[config.mk]
export PLATFORM = sky130hd
export DESIGN_NAME = smc_bank_ctrl
export DESIGN_NICKNAME = d
export VERILOG_FILES = /design/src/rtl/smc_pkg.sv /design/src/rtl/smc_addr_decode.sv /design/src/rtl/smc_cfg_select.sv /design/src/rtl/smc_lane_steer.sv /design/src/rtl/smc_bank_ctrl.sv
export SDC_FILE = /design/constraint.sdc
export NUM_CORES = 1
export LEC_CHECK = 0
export ABC_AREA = 1
export CORE_AREA = 2 2 174 176
export CTS_CLUSTER_DIAMETER = 40
export DETAILED_ROUTE_END_ITERATION = 8
export DIE_AREA = 0 0 176 178
export DONT_BUFFER_PORTS = 1
export PLACE_DENSITY = 0.51
export SLEW_MARGIN = 10
export SYNTH_ARGS = -nofsm -noshare
export SYNTH_HDL_FRONTEND = slang
export SYNTH_SLANG_ARGS = --single-unit
[constraint.sdc]
create_clock -name clk -period 3.08 [get_ports clk]
set_input_delay 0.616 -clock clk [delete_from_list [all_inputs] [get_ports clk]]
set_output_delay 0.616 -clock clk [all_outputs]
set_load 0.01 [all_outputs]
[src/rtl/smc_pkg.sv]
package smc_pkg;

  typedef enum logic [1:0] {BW8 = 2'd0, BW16 = 2'd1, BW32 = 2'd2} bus_width_e;
  typedef enum logic [1:0] {ST_IDLE, ST_STROBE, ST_HOLD, ST_TURN} smc_state_e;

  // index of the final beat for a width code
  function automatic logic [1:0] last_beat(input logic [1:0] w);
    case (w)
      BW8:     return 2'd3;
      BW16:    return 2'd1;
      default: return 2'd0;
    endcase
  endfunction

  // byte offset of a beat inside the word
  function automatic logic [1:0] beat_offset(input logic [1:0] w, input logic [1:0] beat);
    case (w)
      BW8:     return beat;
      BW16:    return {beat[0], 1'b0};
      default: return 2'd0;
    endcase
  endfunction

  function automatic logic [3:0] lane_mask(input logic [1:0] w);
    case (w)
      BW8:     return 4'b0001;
      BW16:    return 4'b0011;
      default: return 4'b1111;
    endcase
  endfunction

  // part of the write word that goes out on the low lanes in this beat
  function automatic logic [31:0] lane_out(input logic [1:0] w, input logic [1:0] beat,
                                           input logic [31:0] data);
    case (w)
      BW8:     return {24'h0, data[8*beat +: 8]};
      BW16:    return {16'h0, data[16*beat[0] +: 16]};
      default: return data;
    endcase
  endfunction

  // place the low lanes of a beat into the word under assembly
  function automatic logic [31:0] merge_in(input logic [1:0] w, input logic [1:0] beat,
                                           input logic [31:0] acc, input logic [31:0] ext);
    logic [31:0] r;
    r = acc;
    case (w)
      BW8:     r[8*beat +: 8] = ext[7:0];
      BW16:    r[16*beat[0] +: 16] = ext[15:0];
      default: r = ext;
    endcase
    return r;
  endfunction

endpackage

[src/rtl/smc_addr_decode.sv]
module smc_addr_decode #(
  parameter int AW   = 32,
  parameter int NB   = 8,
  parameter int IA_W = 24,
  localparam int BANK_BITS = $clog2(NB)
) (
  input  logic [AW-1:0]        addr,
  output logic                 hit,
  output logic [BANK_BITS-1:0] bank,
  output logic [IA_W-1:0]      base
);
  localparam int BANK_LSB = AW - 3 - BANK_BITS;

  logic unused_alias;

  assign hit  = (addr[AW-1 -: 3] == 3'b010);
  assign bank = addr[AW-4 -: BANK_BITS];
  assign base = {addr[IA_W-1:2], 2'b00};
  // mirror bits between the bank field and the bank space, plus byte offset
  assign unused_alias = ^{addr[BANK_LSB-1:IA_W], addr[1:0]};
endmodule

[src/rtl/smc_cfg_select.sv]
module smc_cfg_select #(
  parameter int NB     = 8,
  parameter int WAIT_W = 5,
  parameter int TURN_W = 4,
  localparam int BANK_BITS = $clog2(NB)
) (
  input  logic [BANK_BITS-1:0] bank,
  input  logic                 write,
  input  logic                 first,
  input  logic [2*NB-1:0]      cfg_width,
  input  logic [NB-1:0]        cfg_burst,
  input  logic [NB-1:0]        cfg_wprot,
  input  logic [NB-1:0]        cfg_rd_lane,
  input  logic [WAIT_W*NB-1:0] cfg_rd_wait,
  input  logic [WAIT_W*NB-1:0] cfg_wr_wait,
  input  logic [WAIT_W*NB-1:0] cfg_bst_first,
  input  logic [WAIT_W*NB-1:0] cfg_bst_next,
  input  logic [TURN_W*NB-1:0] cfg_turn,
  output logic [1:0]           width,
  output logic                 wprot,
  output logic                 rd_lane,
  output logic [WAIT_W-1:0]    beat_wait,
  output logic [TURN_W-1:0]    turn
);
  logic [WAIT_W-1:0] rdw, wrw, bfw, bnw;

  assign width   = cfg_width[2*bank +: 2];
  assign wprot   = cfg_wprot[bank];
  assign rd_lane = cfg_rd_lane[bank];
  assign turn    = cfg_turn[TURN_W*bank +: TURN_W];
  assign rdw     = cfg_rd_wait[WAIT_W*bank +: WAIT_W];
  assign wrw     = cfg_wr_wait[WAIT_W*bank +: WAIT_W];
  assign bfw     = cfg_bst_first[WAIT_W*bank +: WAIT_W];
  assign bnw     = cfg_bst_next[WAIT_W*bank +: WAIT_W];

  always_comb begin
    if (write)                beat_wait = wrw;
    else if (!cfg_burst[bank]) beat_wait = rdw;
    else if (first)           beat_wait = bfw;
    else                      beat_wait = bnw;
  end
endmodule

[src/rtl/smc_lane_steer.sv]
module smc_lane_steer #(
  parameter int IA_W = 24
) (
  input  logic [1:0]      width,
  input  logic [1:0]      beat,
  input  logic [IA_W-1:0] base,
  input  logic [31:0]     wdata,
  input  logic            active,
  input  logic            write,
  input  logic            rd_lane,
  output logic [IA_W-1:0] addr,
  output logic [31:0]     wdata_o,
  output logic [3:0]      lane
);
  import smc_pkg::*;

  assign addr    = base + IA_W'(beat_offset(width, beat));
  assign wdata_o = lane_out(width, beat, wdata);
  assign lane    = (active && (write || rd_lane)) ? lane_mask(width) : 4'b0000;
endmodule

[src/rtl/smc_bank_ctrl.sv]
module smc_bank_ctrl #(
  parameter int NB     = 8,
  parameter int AW     = 32,
  parameter int IA_W   = 24,
  parameter int WAIT_W = 5,
  parameter int TURN_W = 4,
  localparam int BANK_BITS = $clog2(NB)
) (
  input  logic                 clk,
  input  logic                 rst_n,
  input  logic                 req_valid,
  input  logic                 req_write,
  input  logic [AW-1:0]        req_addr,
  input  logic [31:0]          req_wdata,
  output logic                 ack,
  output logic                 ack_err,
  output logic [31:0]          rdata,
  output logic [NB-1:0]        ext_cs,
  output logic                 ext_oe,
  output logic                 ext_we,
  output logic [3:0]           ext_lane,
  output logic [IA_W-1:0]      ext_addr,
  output logic [31:0]          ext_wdata,
  input  logic [31:0]          ext_rdata,
  input  logic [NB-1:0]        cfg_cs_pol,
  input  logic [2*NB-1:0]      cfg_width,
  input  logic [NB-1:0]        cfg_burst,
  input  logic [NB-1:0]        cfg_wprot,
  input  logic [NB-1:0]        cfg_rd_lane,
  input  logic [WAIT_W*NB-1:0] cfg_rd_wait,
  input  logic [WAIT_W*NB-1:0] cfg_wr_wait,
  input  logic [WAIT_W*NB-1:0] cfg_bst_first,
  input  logic [WAIT_W*NB-1:0] cfg_bst_next,
  input  logic [TURN_W*NB-1:0] cfg_turn
);
  import smc_pkg::*;

  smc_state_e          state;
  logic [BANK_BITS-1:0] bank_q;
  logic                write_q;
  logic [1:0]          width_q;
  logic [IA_W-1:0]     base_q;
  logic [31:0]         wdata_q, rbuf;
  logic [1:0]          beat_q;
  logic [WAIT_W-1:0]   wcnt;
  logic [TURN_W-1:0]   tcnt;

  logic                 dec_hit;
  logic [BANK_BITS-1:0] dec_bank;
  logic [IA_W-1:0]      dec_base;
  logic                 idle, sel_write;
  logic [BANK_BITS-1:0] sel_bank;
  logic [1:0]           sel_width;
  logic                 sel_wprot, sel_rd_lane;
  logic [WAIT_W-1:0]    sel_wait;
  logic [TURN_W-1:0]    sel_turn;

  // named events for the checker
  logic accept, reject, beat_done, last_beat_now, bus_active;
  logic [31:0] merged;
  logic [NB-1:0] cs_act;

  smc_addr_decode #(.AW(AW), .NB(NB), .IA_W(IA_W)) u_dec (
    .addr(req_addr), .hit(dec_hit), .bank(dec_bank), .base(dec_base)
  );

  assign idle      = (state == ST_IDLE);
  assign sel_bank  = idle ? dec_bank : bank_q;
  assign sel_write = idle ? req_write : write_q;

  smc_cfg_select #(.NB(NB), .WAIT_W(WAIT_W), .TURN_W(TURN_W)) u_cfg (
    .bank(sel_bank), .write(sel_write), .first(idle),
    .cfg_width(cfg_width), .cfg_burst(cfg_burst), .cfg_wprot(cfg_wprot),
    .cfg_rd_lane(cfg_rd_lane), .cfg_rd_wait(cfg_rd_wait), .cfg_wr_wait(cfg_wr_wait),
    .cfg_bst_first(cfg_bst_first), .cfg_bst_next(cfg_bst_next), .cfg_turn(cfg_turn),
    .width(sel_width), .wprot(sel_wprot), .rd_lane(sel_rd_lane),
    .beat_wait(sel_wait), .turn(sel_turn)
  );

  assign accept        = idle && req_valid;
  assign reject        = accept && (!dec_hit || (req_write && sel_wprot));
  assign beat_done     = (state == ST_STROBE) && (wcnt == '0);
  assign last_beat_now = (beat_q == last_beat(width_q));
  assign bus_active    = (state == ST_STROBE) || (state == ST_HOLD);
  assign merged        = merge_in(width_q, beat_q, rbuf, ext_rdata);

  smc_lane_steer #(.IA_W(IA_W)) u_lane (
    .width(width_q), .beat(beat_q), .base(base_q), .wdata(wdata_q),
    .active(bus_active), .write(write_q), .rd_lane(sel_rd_lane),
    .addr(ext_addr), .wdata_o(ext_wdata), .lane(ext_lane)
  );

  generate
    for (genvar b = 0; b < NB; b++) begin : g_cs
      assign cs_act[b] = bus_active && (bank_q == BANK_BITS'(b));
    end
  endgenerate

  assign ext_cs = ~(cs_act ^ cfg_cs_pol);
  assign ext_oe = (state == ST_STROBE) && !write_q;
  assign ext_we = (state == ST_STROBE) && write_q;

  always_ff @(posedge clk or negedge rst_n) begin
    if (!rst_n) begin
      state   <= ST_IDLE;
      bank_q  <= '0;
      write_q <= 1'b0;
      width_q <= BW32;
      base_q  <= '0;
      wdata_q <= '0;
      rbuf    <= '0;
      beat_q  <= '0;
      wcnt    <= '0;
      tcnt    <= '0;
      ack     <= 1'b0;
      ack_err <= 1'b0;
      rdata   <= '0;
    end else begin
      ack     <= 1'b0;
      ack_err <= 1'b0;
      case (state)
        ST_IDLE: if (accept) begin
          if (reject) begin
            ack     <= 1'b1;
            ack_err <= 1'b1;
            tcnt    <= '0;
            state   <= ST_TURN;
          end else begin
            bank_q  <= dec_bank;
            write_q <= req_write;
            width_q <= sel_width;
            base_q  <= dec_base;
            wdata_q <= req_wdata;
            rbuf    <= '0;
            beat_q  <= '0;
            wcnt    <= sel_wait;
            state   <= ST_STROBE;
          end
        end
        ST_STROBE: begin
          if (!beat_done) begin
            wcnt <= wcnt - 1'b1;
          end else if (write_q) begin
            state <= ST_HOLD;
          end else if (last_beat_now) begin
            rdata <= merged;
            ack   <= 1'b1;
            tcnt  <= sel_turn;
            state <= ST_TURN;
          end else begin
            rbuf   <= merged;
            beat_q <= beat_q + 2'd1;
            wcnt   <= sel_wait;
          end
        end
        ST_HOLD: begin
          if (last_beat_now) begin
            ack   <= 1'b1;
            tcnt  <= sel_turn;
            state <= ST_TURN;
          end else begin
            beat_q <= beat_q + 2'd1;
            wcnt   <= sel_wait;
            state  <= ST_STROBE;
          end
        end
        default: begin
          if (tcnt == '0) state <= ST_IDLE;
          else            tcnt  <= tcnt - 1'b1;
        end
      endcase
    end
  end
endmodule

# Yosys cells after proc, flatten, opt, wreduce, memory -nomap -nowiden
# Index checks and enable logic that the tools add are counted.
word_totals:
  reg_bits: 139
  output_inout_bits: 104
classes:
  muxes: 59
  order_cmp: 1
  bitwise: 4
  n_addsub: 6
  n_reduce_logical: 35
  multipliers: 1
  n_shift: 12
  n_eq_ne: 21
ops:
  columns: ["operator", "n"]
  rows:
  - ["32-bit case mux with 2 select lines", 3]
  - ["32-bit two-way mux", 5]
  - ["40-bit by 7-bit variable part select with 5-bit output", 4]
  - ["5-bit negator with 34-bit output", 2]
  - ["32-bit bitwise mux", 2]
  - ["5-bit two-way mux", 8]
  - ["16-bit by 34-bit variable shift with 32-bit output, first input constant", 1]
  - ["8-bit by 34-bit variable shift with 32-bit output, first input constant", 1]
  - ["16-bit by 34-bit variable part select with 32-bit output", 1]
  - ["8-bit by 34-bit variable part select with 32-bit output", 1]
  - ["32-bit by 6-bit variable part select with 16-bit output", 1]
  - ["32-bit by 6-bit variable part select with 4-bit output", 1]
  - ["32-bit by 6-bit variable part select with 8-bit output", 1]
  - ["4-bit two-way mux", 7]
  - ["24-bit by 2-bit adder with 24-bit output", 1]
  - ["2-bit two-way mux", 12]
  - ["16-bit by 5-bit variable part select with 2-bit output", 1]
  - ["1-bit logical AND", 15]
  - ["5-bit case mux with 3 select lines", 1]
  - ["3-bit equality test, second input constant", 4]
  - ["2-bit case mux with 3 select lines", 2]
  - ["4-bit case mux with 3 select lines", 1]
  - ["4-bit AND reduction", 3]
  - ["1-bit two-way mux", 10]
  - ["34 further kinds", 51]

# Logic depth before layout (Yosys ltp)
# Gate-level depths: netlist of run 1.
logic_depth:
  word_depth: 11
  ltp_mapped: 22
  mapped_depth_nobuf: 19

# Hierarchy
# A second synthesis of run 1 with hierarchy kept.
hier_totals:
  cells_unflattened: 2066
  area_unflattened_um2: 12115.4
modules_own_cells:
  columns: ["mod", "cells_per_inst", "n_inst", "area_each_um2"]
  rows:
  - ["smc_bank_ctrl", 1157, 1, 8027.7]
  - ["smc_cfg_select", 565, 1, 2448.6]
  - ["smc_lane_steer", 313, 1, 1418.9]
  - ["smc_addr_decode", 31, 1, 220.2]

# Worst setup path after synthesis of run 1
# No wires, ideal clock.
synth_path:
  path_type: "register to output"
  startpoint: "register state[0]"
  endpoint: "output port ext_lane[3]"
  arrival_ps: 2354
  stages_incl_launch_ff: 18
  n_path_buf: 6
  required_ps: 2464
  setup_slack_ps: 110
  path_cell_list: "dfrtp_1 -> inv_1 -> ha_1 -> buf_4 -> nand2_2 -> nand2_2 -> buf_6 -> inv_2 -> buf_2 -> buf_2 -> buf_2 -> nand2_1 -> nand3_1 -> nand3_1 -> nand3_1 -> nand2_1 -> nor2_1 -> buf_4"
synth_via:
  elab_chain_len: 7
  elab_cells_between_ends: 10
synth_rtl:
  columns: ["element", "line", "rtl"]
  rows:
  - ["start: declaration", "smc_bank_ctrl.sv:38", "smc_state_e state;"]
  - ["start signal: assignment", "smc_bank_ctrl.sv:105", "state <= ST_IDLE;"]
  - ["start signal: assignment", "smc_bank_ctrl.sv:127", "state <= ST_TURN;"]
  - ["start signal: assignment", "smc_bank_ctrl.sv:137", "state <= ST_STROBE;"]
  - ["2-bit logical NOT", "smc_bank_ctrl.sv:67", "assign idle = (state == ST_IDLE);"]
  - ["3-bit two-way mux", "smc_bank_ctrl.sv:68", "assign sel_bank = idle ? dec_bank : bank_q;"]
  - ["1-bit binary-select mux with 3-bit select", "smc_cfg_select.sv:29", "assign rd_lane = cfg_rd_lane[bank];"]
  - ["1-bit two-way mux (implied by the code)", "smc_cfg_select.sv:29", null]
  - ["1-bit logical OR", "smc_lane_steer.sv:19", "assign lane = (active && (write || rd_lane)) ? lane_mask(width) : 4'b0000;"]
  - ["1-bit logical AND *", "smc_lane_steer.sv:19", null]
  - ["4-bit two-way mux *", "smc_lane_steer.sv:19", null]
  - ["end: declaration", "smc_bank_ctrl.sv:21", "output logic [3:0] ext_lane,"]
# Mark *: on every way between the ends. The rest lies on a longest branch, timed or not. The select of a mux whose other input is x is not followed.

# Worst setup path in the final report of run 1
layout_path:
  startpoint: "register state[0]"
  endpoint: "output port ext_lane[2]"
# Same word-level chain as after synthesis.

==> results of run 1 <==
-- sequential cells by signal (all words and copies together), names as in the netlist --
name     cells
wcnt         5
state        2
write_q      1
tcnt         4
bank_q       3
wdata_q     32
ack_err      1
rdata       32
beat_q       2
rbuf        32
ack          1
base_q      22
width_q      2
-- path summary, 6_finish.rpt --
| path | start | to | depth (start not counted) |
|---|---|---|---|
| max in group asynchronous | rst_n | width_q[1] | 0 |
| min in group clk | req_addr[18] | base_q[18] | 2 |
| worst min register to register | rbuf[23] | rbuf[23] | 2 |
| worst max register to register | state[0] | wcnt[4] | 17 |
| worst min-delay path | rst_n | rdata[1] | 0 |
| worst max-delay path | state[0] | ext_lane[2] | 10 |
-- worst max-delay path: cells and delay by family, from the launching register on --
kind / cells / cell delay [ns]
adders and majority gates: 1 / 0.19
buffers and inverters: 4 / 0.61
DFF: 1 / 0.40
AOI/OAI and AO/OA: 1 / 0.21
and+or+nand+nor: 4 / 0.47
-- cells in the mapped netlist (all sizes together), types with 2 or more instances --
master  count  area, um^2
mux2i       9       90.09
nand3b     14       105.1
nor2      164       630.6
nor3        7       40.04
o221ai     27       236.5
xor2       10       87.58
xnor2       2       17.52
o221a       2       22.52
ha         12       150.1
o311ai      6       52.55
buf        49       292.8
dfrtp     138        3453
clkinv      3       11.26
or2        20       125.1
a32o        6       60.06
clkbuf     52       195.2
o22ai       2       12.51
nand3     155       775.7
nand2     427        1628
o32ai       2       17.52
a21oi      33       165.2
o211ai     66       500.5
o31ai      31       282.8
inv       115       431.7
o21ai     128       655.6
-- routing by layer --
layer / track usage / up-vias / part of all wire
met4: 0.07886 / 2 / 0.028
li1: - / 4911 / -
met3: 0.03794 / 58 / 0.054
met2: 0.4155 / 395 / 0.51
met5: 0 / - / 0.00035
met1: 0.2746 / 4773 / 0.41
-- power by group --
part	internal [mW]	switching, mW
Combinational	3.02	5.97
Clock	1.26	0.890
Sequential	2.58	0.651
Total	6.85	7.51
-- area by class of cell --
type	count	area [um^2]
clock buffers	19	452.9
flip-flops and latches	139	3481
inverters	118	447.9
well taps	390	488.0
repair buffers	46	415.4
multi-input cells	1130	5761
diodes	3	7.507
fillers	3179	18200
clock inverters	13	153.9
-- kinds of logic (layout without fill, tap and decap cells) --
| family | after synthesis | in the layout | synth area share |
|---|---|---|---|
| adder cells (fa/ha/maj) | 12 | 12 | 0.01483 |
| AO/OA/AOI/OAI | 307 | 307 | 0.2012 |
| flip-flops | 139 | 139 | 0.3438 |
| XOR/XNOR | 12 | 12 | 0.01038 |
| other | 0 | 3 | 0 |
| AND/OR/NAND/NOR | 789 | 789 | 0.3278 |
| multiplexers | 10 | 10 | 0.01001 |
| buffers and inverters | 219 | 196 | 0.09197 |
-- what timing repair did --
action	CTS	global route
endpoints found under the hold margin	138	138
setup buffers	1	3
gates resized for setup	3	9
setup endpoints to repair	4	37
pin swaps	2	2
-- stage by stage --
step | area [um^2] | util | setup WS [ns] | total power, mW
5_1_grt | 11210 | 0.3812 | 0.02324 | 15.65
2_1_floorplan | 10120 | - | 0.1102 | 9.664
3_5_place_dp | 10530 | 0.3581 | 0.07879 | 12.09
4_1_cts | 11160 | 0.3795 | 0.01280 | 14.35
3_3_place_gp | 10530 | 0.3581 | 0.1807 | 12.00
6_report | 11210 | 0.3812 | 0.1796 | 14.36
==> metrics.md, run 1 <==
| Metric | Value |
|---|---|
| Failing checks | hold timing |
| Commonest non-fill, non-tap cell in the layout | nand2_1 |
| Worst setup SP type | flop |
| First-pass GRT wire length | between 50,000 and 60,000 um |
| Slew at the pin closest to its max-slew limit | around 0.66 ns |
| Final Hold Violating Endpoints | about 140 |
| CTS Buffer Depth | 2 |
| DPL Wire Length | roughly 28,000 um |
| Mapped Avg Cell Area | slightly below 7 um^2 |
| Synth Flop Type | dfrtp_1 |
| Crit end category | primary output |
| Commonest non-fill, non-tap cells in the layout | nand2_1, nor2_1, nand3_1, dfrtp_1, o21ai_0 |
| CTS sink count | about 140 |
| Clock skew | 0.01226 ns |
| Placed cell count | 1,819 |
| Vias after detailed routing | around 10,000 |
| Drt wl/cell | around 20 um |
| Setup CP Type | reg2out |
| Final setup violation count | 0 |
| H-tree levels | 4 |
| WHS | -0.1122 ns |
| Unrepaired setup endpoints after global routing | false |
| Fraction of registers with async set/reset | 1.000 |
| Worst-path clk slew | ~0.07 ns |
| Rows | 63 |
| Die Wd | approximately 180 um |
| Post-synth EDFFs | 0 |
| Yosys Warn Count | 0 |
| Antenna violations before repair | 4 |
| Mapped Area | 10,120 um^2 |
| CP Cell Sequence | inv_2, ha_4, buf_4, o21ai_1, buf_6, nand3_1, nand3_1, nand2_2, nor2_1, buf_4 |
| Crit path max fanout | 14 |
| Seq/Total Area, Yosys | 0.3438 |
| Outcome | finished, violations left |
| Non-filler instance count after layout | roughly 1,900 |
| R2r setup slk | approximately 0.43 ns |
| Maximum VDD drop | approximately 550 uV |
| Slew margin rel. | 0.5530 |
| Slowest cell on crit path | dfrtp_1 |
| Crit share post-route | 0.9417 |
| Root Buffer Master | clkbuf_16 |
| Worst Path Required | 2.46 ns |
| Arrival time worst endpoint | 2.28 ns |
| Gpl congestion | 0.8783 |
| Post-synth cell types | 47 |
| Final wirelength | 37,440 um |
| Core box area | between 20,000 and 30,000 um^2 |
| Worst path max stage delay | 0.40 ns |
| Max-cap viol count | 0 |
| Total CTS buffers | 17 |
| Achievable Freq | roughly 0.34 GHz |
| FF+latch count, synth | roughly 140 |
| Pwr dens | about 1300 nW/um^2 |
| Fraction of layout cells with a size suffix above 1 | 0.09420 |
| Setup total negative slack | 0 ns |
| Remaining global-route overflow | 0 |
| Max Slew Vio Count | 0 |
| Vias in the first global route | slightly below 10,000 |
| I/O pin total | ~440 |
| Initial core utilization | 0.3443 |
| Die Footprint | 31,330 um^2 |
| Detail Route Antenna Nets | 0 |
| # nets final | around 1,800 |
| Number of port buffers | 0 |
| Layout area overhead | 10.72% |
| Synth Instances | roughly 1,500 |
| Clk_lat worst skew | around 0.42 ns |
| TritonCTS clock tree | yes |
| Vias/cell | roughly 5.5 |
| Largest net degree at the start of global routing | 140 |
| Post-route DRC | 0 |
| First-pass DRT Iterations | 5 |
| Leakage power | between 5 and 6 nW |
| Synthesized Nets | 1,840 |
| Hold Path Class | in2async |
| Die height | about 180 um |
| Tmin final | approximately 2.9 ns |
| GRT Util Overall | 0.2292 |
| Iteration-0 DRC Markers | around 730 |
(Power assumes the default switching activity.)
==> inputs of run 2 (changes only) <==
--- a/config.mk
+++ b/config.mk
@@ -11,7 +11,7 @@
 export DETAILED_ROUTE_END_ITERATION = 8
 export DIE_AREA = 0 0 176 178
 export DONT_BUFFER_PORTS = 1
-export PLACE_DENSITY = 0.51
+export PLACE_DENSITY = 0.53
 export SLEW_MARGIN = 10
 export SYNTH_ARGS = -nofsm -noshare
 export SYNTH_HDL_FRONTEND = slang
==> constraint.sdc (replaced) <==
create_clock -name clk -period 2.62 [get_ports clk]
set_input_delay 0.524 -clock clk [delete_from_list [all_inputs] [get_ports clk]]
set_output_delay 0.524 -clock clk [all_outputs]
set_load 0.01 [all_outputs]
==> run 2 against run 1 <==
  * The run still ends with hold timing left
  * Die area did not move
  * Sequential power is 18% higher
  * Wire length is 3.6% higher
  * Non-clock buffer count grew 63
  * Cell count rose by 3.6%
  * Critical path depth up 1
  * Sequential share of layout area shrank 2.0 points
  * First-iteration DRC count is 16% higher
  * Critical path type unchanged
  * Largest power group unchanged
==> metrics.md, run 2 (same netlist as run 1, synthesis figures left out) <==
| Metric | Value |
|---|---|
| Tmin final | ~2.5 ns |
| DPL Wire Length | about 29,000 um |
| Clock skew | 0.01595 ns |
| Die Footprint | between 30,000 and 40,000 um^2 |
| Setup CP Type | reg2out |
| Largest regs | rbuf (32), rdata (32), wdata_q (32) |
| Max Slew Vio Count | 0 |
| Commonest non-fill, non-tap cell in the layout | nand2_1 |
| Unrepaired setup endpoints after global routing | true |
| Max-cap viol count | 0 |
| # nets final | 1,868 |
| Total CTS buffers | 17 |
| Iteration-0 DRC Markers | 840 |
| Dpl ws | -0.1656 ns |
| Fraction of layout cells with a size suffix above 1 | 0.1546 |
| Placed cell count | about 1,900 |
| Gpl congestion | just under 0.9 |
| Crit share post-route | 0.9584 |
| Outcome | finished, violations left |
| Clk_lat worst skew | ~0.42 ns |
| CP Cell Sequence | inv_2, ha_4, nand2_4, nand2_8, buf_8, nand2_2, nand3_2, nand3_2, nand3_4, nand2_4, nor2_4 |
| Total power | approximately 18 mW |
| Remaining global-route overflow | 0 |
| Fillers | 3,134 |
| Slew at the pin closest to its max-slew limit | roughly 0.59 ns |
| Post-route DRC | 0 |
| Maximum VDD drop | roughly 970 uV |
| Arrival time worst endpoint | 1.99 ns |
| Initial core utilization | 0.3443 |
| Slew margin rel. | 0.6082 |
| Worst Path Required | roughly 2.1 ns |
| Final Hold Violating Endpoints | approximately 140 |
| Crit end category | primary output |
| Slowest cell on crit path | dfrtp_1 |
| Number of port buffers | 0 |
| Root Buffer Master | clkbuf_16 |
| Hold Path Class | in2async |
| Worst setup margin | 0.1090 ns |
| GRT Util Overall | 0.2323 |
| Worst path max stage delay | 0.39 ns |
| Worst-path clk slew | roughly 0.070 ns |
| First-pass DRT Iterations | 5 |
| I/O pin total | roughly 440 |
| Rows | between 60 and 70 |
| Detail Route Antenna Nets | 0 |
| Non-filler instance count after layout | ~1,900 |
| Drt wl/cell | between 20 and 25 um |
| Vias/cell | roughly 5.5 |
| CP delay by family, top | simple AND/OR/NAND/NOR gates |
| FF-to-FF path depth | 18 |
| Die Wd | about 180 um |
| Die height | about 180 um |
| WHS | -0.2083 ns |
| Vias in the first global route | roughly 10,000 |
| Achievable Freq | 0.3983 GHz |
| Final setup violation count | 0 |
| Layout area overhead | 18.22% |
| Largest net degree at the start of global routing | between 100 and 150 |
| Final instance area | 11,970 um^2 |
| Number of buffers and inverters on the critical path | 2 |
| Leakage power | ~5.5 nW |
| First-pass GRT wire length | between 50,000 and 60,000 um |
| CTS sink count | 139 |
| CTS Buffer Depth | 2 |
| Worst setup SP type | flop |
| Pwr dens | between 1500 and 2000 nW/um^2 |
| Critical Path Stages | 11 |
| Core box area | between 20,000 and 30,000 um^2 |
| Commonest non-fill, non-tap cells in the layout | nand2_1, nor2_1, nand3_1, dfrtp_1, o21ai_0 |
| Vias after detailed routing | 10,540 |
| Final wirelength | around 39,000 um |
| Placed instance area | ~11,000 um^2 |
| TritonCTS clock tree | yes |
| Crit path max fanout | 6 |
| Failing checks | hold timing |
| Antenna violations before repair | 10 |
| H-tree levels | 4 |
run 2: changes by cell type in the layout (fill, tap and decap cells not counted), sizes merged:
cell	delta
bufinv	-2
clkinvlp	+3
inv	-2
clkbuf	+1
diode	+4
clkinv	+1
buf	+61
run 2: area by class of cell:
| type | count | area [um^2] | area share |
|---|---|---|---|
| Clock buffer | 18 | 429.2 | 0.03586 |
| Timing Repair Buffer | 109 | 1016 | 0.08490 |
| Multi-Input combinational cell | 1130 | 5968 | 0.4987 |
| Inverter | 118 | 464.2 | 0.03879 |
| Tap cell | 390 | 488.0 | 0.04078 |
| Timing Repair inverter | 1 | 8.758 | 0.0007319 |
| Clock inverter | 12 | 93.84 | 0.007842 |
| Sequential cell | 139 | 3481 | 0.2909 |
| Antenna cell | 7 | 17.52 | 0.001464 |
run 2: worst paths after layout:
kind	from	endpoint	slack [ns]
min in group clk	req_addr[2]	base_q[2]	0.21
min	rst_n	rdata[3]	-0.21
max in group asynchronous	rst_n	width_q[1]	2.55
max reg2reg	state[0]	rbuf[13]	0.14
max	state[0]	ext_lane[3]	0.11
min reg2reg	rbuf[24]	rbuf[24]	0.48
run 2: metal layers:
layer | track usage | wire length [um] | vias to the layer above
met3 | 0.03986 | 2527 | 74
met2 | 0.4167 | 19790 | 447
met4 | 0.09814 | 1600 | 0
met1 | 0.2740 | 14890 | 4976
met5 | 0 | 0 | -
li1 | - | - | 5039
run 2: timing repair:
action                     in CTS  in global routing
setup buffers                   8                 17
cloned                          0                  4
setup endpoints to repair     114                100
gates resized for setup        25                 49
pin swaps                       6                 15
hold endpoints to repair      139                139
run 2: per-stage QoR:
step / util / TNS, ns / hold slack (ns)
after floorplan: - / -0.04127 / 0.2284
after global placement: 0.3704 / -1.631 / 0.2334
after detailed placement: 0.3704 / -8.075 / 0.2332
after CTS: 0.3933 / 0 / -0.2210
after global routing: 0.4070 / -0.4421 / -0.2254
final: 0.4070 / 0 / -0.2083
run 2: power breakdown:
group	internal [mW]	leakage, nW	switching, mW
sequential	3.03	1.63	0.766
combinational	4.64	3.60	7.71
clock	1.21	0.249	1.00
total	8.88	5.48	9.47
